File: src/rtl/vga_mem_arbiter.sv
module vga_mem_arbiter #(
  parameter int H_TOTAL  = 759,
  parameter int V_TOTAL  = 527,
  parameter int IMG_W    = 256,
  parameter int IMG_H    = 256,
  parameter int HS_START = 680,
  parameter int HS_WIDTH = 64,
  parameter int VS_START = 500,
  parameter int VS_WIDTH = 2,
  parameter int DATA_W   = 8,
  localparam int COL_W  = $clog2(IMG_W),
  localparam int ROW_W  = $clog2(IMG_H),
  localparam int ADDR_W = 1 + ROW_W + COL_W,
  localparam int HC_W   = $clog2(H_TOTAL),
  localparam int VC_W   = $clog2(V_TOTAL)
) (
  input  logic              clk,
  input  logic              rst_n,
  input  logic              disp_bank,
  input  logic              fifo_empty,
  input  logic [ADDR_W-1:0] fifo_addr,
  input  logic [DATA_W-1:0] fifo_data,
  output logic              fifo_pop,
  output logic [ADDR_W-1:0] mem_addr,
  output logic [DATA_W-1:0] mem_wdata,
  output logic              mem_we,
  input  logic [DATA_W-1:0] mem_rdata,
  output logic [DATA_W-1:0] pixel,
  output logic              hsync,
  output logic              vsync
);

  logic [HC_W-1:0] col;
  logic [VC_W-1:0] row;
  logic            img_active;
  logic            active_q;
  logic            line_end, frame_end;
  logic            hs_now, vs_now;

  assign line_end  = (col == HC_W'(H_TOTAL - 1));
  assign frame_end = (row == VC_W'(V_TOTAL - 1));

  always_ff @(posedge clk) begin
    if (!rst_n) begin
      col <= '0;
      row <= '0;
    end else if (line_end) begin
      col <= '0;
      row <= frame_end ? '0 : row + 1'b1;
    end else begin
      col <= col + 1'b1;
    end
  end

  assign img_active = (col < HC_W'(IMG_W)) && (row < VC_W'(IMG_H));
  assign hs_now = (col >= HC_W'(HS_START)) && (col < HC_W'(HS_START + HS_WIDTH));
  assign vs_now = (row >= VC_W'(VS_START)) && (row < VC_W'(VS_START + VS_WIDTH));

  assign mem_we    = !img_active && !fifo_empty;
  assign fifo_pop  = mem_we;
  assign mem_wdata = fifo_data;
  assign mem_addr  = img_active ? {disp_bank, row[ROW_W-1:0], col[COL_W-1:0]}
                                : fifo_addr;

  always_ff @(posedge clk) begin
    if (!rst_n) begin
      active_q <= 1'b0;
      hsync    <= 1'b0;
      vsync    <= 1'b0;
    end else begin
      active_q <= img_active;
      hsync    <= hs_now;
      vsync    <= vs_now;
    end
  end

  assign pixel = active_q ? mem_rdata : '0;

endmodule


File: config.mk
export PLATFORM = sky130hd
export DESIGN_NAME = vga_mem_arbiter
export DESIGN_NICKNAME = d
export VERILOG_FILES = /design/src/rtl/vga_mem_arbiter.sv
export SDC_FILE = /design/constraint.sdc
export NUM_CORES = 1
export LEC_CHECK = 0
export ABC_AREA = 1
export BUFFER_PORTS_ARGS = -buffer_cell sky130_fd_sc_hd__buf_2
export CAP_MARGIN = 20
export CORE_MARGIN = 2
export CORE_UTILIZATION = 43
export CTS_BUF_LIST = sky130_fd_sc_hd__clkbuf_8
export DETAILED_ROUTE_END_ITERATION = 6
export PLACE_DENSITY_LB_ADDON = 0.15
export SYNTH_ARGS = -nofsm -noshare
export SYNTH_HDL_FRONTEND = slang
export SYNTH_SLANG_ARGS = --single-unit
File: constraint.sdc
create_clock -name clk -period 1.3 [get_ports clk]
set_input_delay 0.13 -clock clk [delete_from_list [all_inputs] [get_ports clk]]
set_output_delay 0.13 -clock clk [all_outputs]
set_load 0.005 [all_outputs]
* Yosys cells after proc, flatten, opt, wreduce, memory -nomap -nowiden
Index checks and enable logic that the tools add are counted.
** Word-level totals
- Register bits :: 23
- Input port bits :: 37
** Operators by class
- Add/sub/neg operators :: 2
- $lt $le $gt $ge :: 6
- Equal/unequal tests :: 2
- Mux-type cells :: 3
- Bitwise logic cells :: 1
- Reduce and logical (&&, ||, !) cells :: 7
** Operators with widths (number)
- less-than comparator 10 x 9 -> 1 bit, second input constant :: 3
- adder 10 x 1 -> 10 bit, second input constant :: 2
- == test 10 bit, second input constant :: 2
- two-way mux 17 bit :: 1
- greater-or-equal comparator 10 bit, second input constant :: 1
- greater-or-equal comparator 10 x 9 -> 1 bit, second input constant :: 1
- less-than comparator 10 bit, second input constant :: 1
- two-way mux 10 bit :: 1
- two-way mux 8 bit :: 1
- logical AND 1 bit :: 4
- zero test 1 bit :: 2
- OR reduction 2 bit :: 1
- NOT 1 bit :: 1

* Logic depth before layout (Yosys ltp)
- Depth after elaboration :: 4
- Gate-level depth with buffers :: 9
- Gate-level depth less buffers :: 9

* Worst setup path before layout
Ideal clock, no wire load.
- Kind :: reg-to-reg
- Start :: register col[0]
- End :: register col[2]
- Library setup time :: 72 ps
- Data arrival time :: 1155 ps
- Data required time :: 1228 ps
- Path slack :: 72 ps
- Stages on the path, launching flop included :: 9
- Buffers on the path :: 1
- Period minus slack after synthesis :: 1228 ps
- Path through :: dfxtp_1 > inv_1 > ha_1 > nand3_1 > inv_1 > nand3_4 > nand2_4 > buf_6 > nor3b_2
** On the way
- Word-level cells in the longest chain between the ends :: 2
- Elaborated cells between the ends (all ways) :: 3
** RTL lines
- start, declared :: RTL line 33 : logic [HC_W-1:0] col;
- start signal, assigned :: RTL line 51 : col <= col + 1'b1;
- parallel branches: the longest is 2 deep, another holds adder 10 x 1 -> 10 bit
Parallel ways; which one is timed is not known.
A chain may end at the register's enable or synchronous reset.

* Worst setup path after layout
- Start :: register col[8]
- End :: output mem_addr[13]
** On the way
- Word-level cells in the longest chain between the ends :: 3
** RTL lines
- less-than comparator 10 x 9 -> 1 bit :: RTL line 55 : assign img_active = (col < HC_W'(IMG_W)) && (row < VC_W'(IMG_H));
- logical AND 1 bit :: RTL line 55
- two-way mux 17 bit :: RTL line 62 : assign mem_addr = img_active ? {disp_bank, row[ROW_W-1:0], col[COL_W-1:0]}
- end, declared :: RTL line 24 : output logic [ADDR_W-1:0] mem_addr,
No other way between the ends.

==> impl_metrics.yaml <==
clock_network:
  htree_num_levels: 1
  ctsHoldBuffers: 0
  cts_sinks: 23
  clk_latency_ps: 260
  clock_path_buffers: 2
  root_buffer: "clkbuf_8"
  cts_buffers: 3
  clk_transition_reported_paths_ps: 80
  cts_tree: "yes"
setup_path:
  cp-end-kind: "output pin"
  cp-start-kind: "register"
  critPathMaxFanout: 8
  worstPathRequired_ps: 1170
  arrival_ps: 1340
  crit_type: "register to output pin"
layout:
  fin_nets: 378
  area_growth_pct: 51.9
  design_area_um2: 2390
  finish.utilization_pct: 70.0
  diodes: 0
  multi_input_area_um2: 1040
  final_cell_count_no_fill: 381
  drive_gt1_share_pct: 47.2
  fill_cells: 277
  seq_area_um2: 482
floorplanning:
  placementRows: 21
  initial_core_util_pct: 46.1
  die_h_um: 64.5
  die_w_um: 64.5
  coreArea_um2: 3420
  boundaryPins: 74
  die_area_um2: 4160
run_status:
  outcome: "finished, violations left"
  violations: "negative setup slack"
placement:
  dp_cells: 363
  hpwl_um: 3320
  gp_congestion: 0.913
  place_area_um2: 1970
  port_buffers: 57
grt:
  grt_use_total_pct: 21.6
  globalRouteOverflowTotal: 0
  grt_pass1_wl_um: 7130
  grt_pass1_vias: 1584
  antenna_found_initial: 0
  grt_max_degree: 17
timing:
  hold_violations: 0
  post-route-min-period_ps: 1470
  skew_ps: 3.33
  rsz0062_at_grt: "yes"
  relSlewSlack_pct: 81.0
  min_period_over_period_pct: 113
  fmax_mhz: 679
  setup-violations-final: 27
  worstMarginPinSlew_ps: 284
  timing.hold.ws_ps: 232
  fin_ws_ps: -173
  slew_violations: 0
power:
  p_leak_uw: 0.00119
  ir_drop_v: 0.000617
  power_density_nw_per_um2: 560
route:
  avgRoutedWirePerCell_um: 12.1
  drc_errors: 0
  ant_nets: 0
  drt_pass1_iterations: 4
  drtIter0Drc: 95
  drt_wl_total_um: 4620
  viasPerCell: 4.81
  vias: 1832
yosys:
  synth_top_area_share_pct: 29.3
  synth.largest_area_cell: "dfxtp_1"
  syn_inst: 255
  yosys_warnings: 0
  synth_nets: 297
  seq_area_frac_synth_pct: 29.3
  synth_area_um2: 1570
  synth_area_leaders: "dfxtp_1, nand2_1, nor2_1"
  ys_seq_elements: 23
  avgSynthCellArea_um2: 6.17
  synthDistinctLibCells: 23
run:
  max_cap_viol_count: 0
hold_path:
  hp-class: "primary input to register"
state kept, by name, indices dropped and copies added, names as in the netlist:
| name | count |
|---|---|
| active_q | 1 |
| row | 10 |
| hsync | 1 |
| col | 10 |
| vsync | 1 |
logic make-up after synthesis:
logic type	Yosys count	share of synthesized area, %
AO/OA/AOI/OAI	21	6.68
XOR/XNOR	5	2.78
adder cells (fa/ha/maj)	5	3.97
buffers and inverters	50	14.8
flip-flops	23	29.3
AND/OR/NAND/NOR	151	42.5
layer usage:
metal	routed length, um	up-vias	global-route usage [%]
met4	55	0	6.65
li1	-	948	-
met1	2150	797	28.6
met2	2040	79	36.2
met3	377	8	3.47
met5	0	-	0
cell usage in the layout, fill, tap and decap left out, types with 5 or more instances in the layout:
cell | synthesis | final
xor2_1 | 5 | 5
buf_6 | 1 | 7
o21ai_2 | 0 | 7
nand2_2 | 2 | 15
dfxtp_1 | 23 | 12
inv_1 | 34 | 26
o21ai_1 | 1 | 7
nand2_1 | 79 | 64
nand3_1 | 14 | 9
nor2_1 | 36 | 33
nand4_1 | 10 | 10
buf_2 | 3 | 57
buf_4 | 9 | 23
dfxtp_2 | 0 | 8
nor2_4 | 2 | 6
inv_2 | 2 | 8
nand3_2 | 0 | 5
timing repair:
action	in CTS	in global routing
setup buffers	5	6
hold endpoints to repair	0	0
gates cloned	2	1
pin swaps	2	21
gates resized for setup	23	68
endpoints found under the setup margin	30	36
worst max-delay path, cell delays in order (launching register included):
cell and delay [ps]:
dfxtp_2 330, inv_2 50, nand4_1 120, buf_6 170, clkbuf_16 170, nand2_2 60, o21ai_1 60, buf_2 120
metrics by stage:
stage / power (uW) / worst slack [ps] / TNS, ps
4_1_cts: 1310 / -156 / -2590
2_1_floorplan: 813 / 72.4 / 0
3_3_place_gp: 877 / -17.3 / -17.3
6_report: 1340 / -173 / -2990
5_1_grt: 1400 / -237 / -5060
3_5_place_dp: 876 / -46.6 / -286
cells in the mapped netlist (all sizes together):
| library cell | count |
|---|---|
| nand4 | 10 |
| buf | 13 |
| nand2 | 82 |
| nor2 | 41 |
| nor3b | 1 |
| o21ai | 17 |
| nand3 | 15 |
| dfxtp | 23 |
| clkbuf | 1 |
| inv | 36 |
| xor2 | 5 |
| ha | 5 |
| nor3 | 2 |
| a21oi | 4 |
final cells by class:
class | instances | area share, %
inverters | 36 | 6.38
well taps | 46 | 2.41
multi-input cells | 182 | 43.7
clock inverters | 1 | 0.157
clock buffers | 3 | 1.73
flip-flops and latches | 23 | 20.1
repair buffers | 90 | 25.5
final timing paths:
check / start / to / slack (ps) / depth (start not counted)
worst max register to register: col[9] / row[9] / -20 / 9
worst max-delay path: col[8] / mem_addr[13] / -170 / 7
worst min-delay path: rst_n / vsync / 230 / 3
worst min register to register: row[6] / vsync / 570 / 2
report_power, final:
group / switching (uW) / internal (uW) / leakage [uW]
logic: 75.3 / 93.1 / 0.000971
clock network: 230 / 211 / 0.0000269
registers: 18.9 / 712 / 0.000192
No activity file was read; power rests on OpenSTA's default activity.
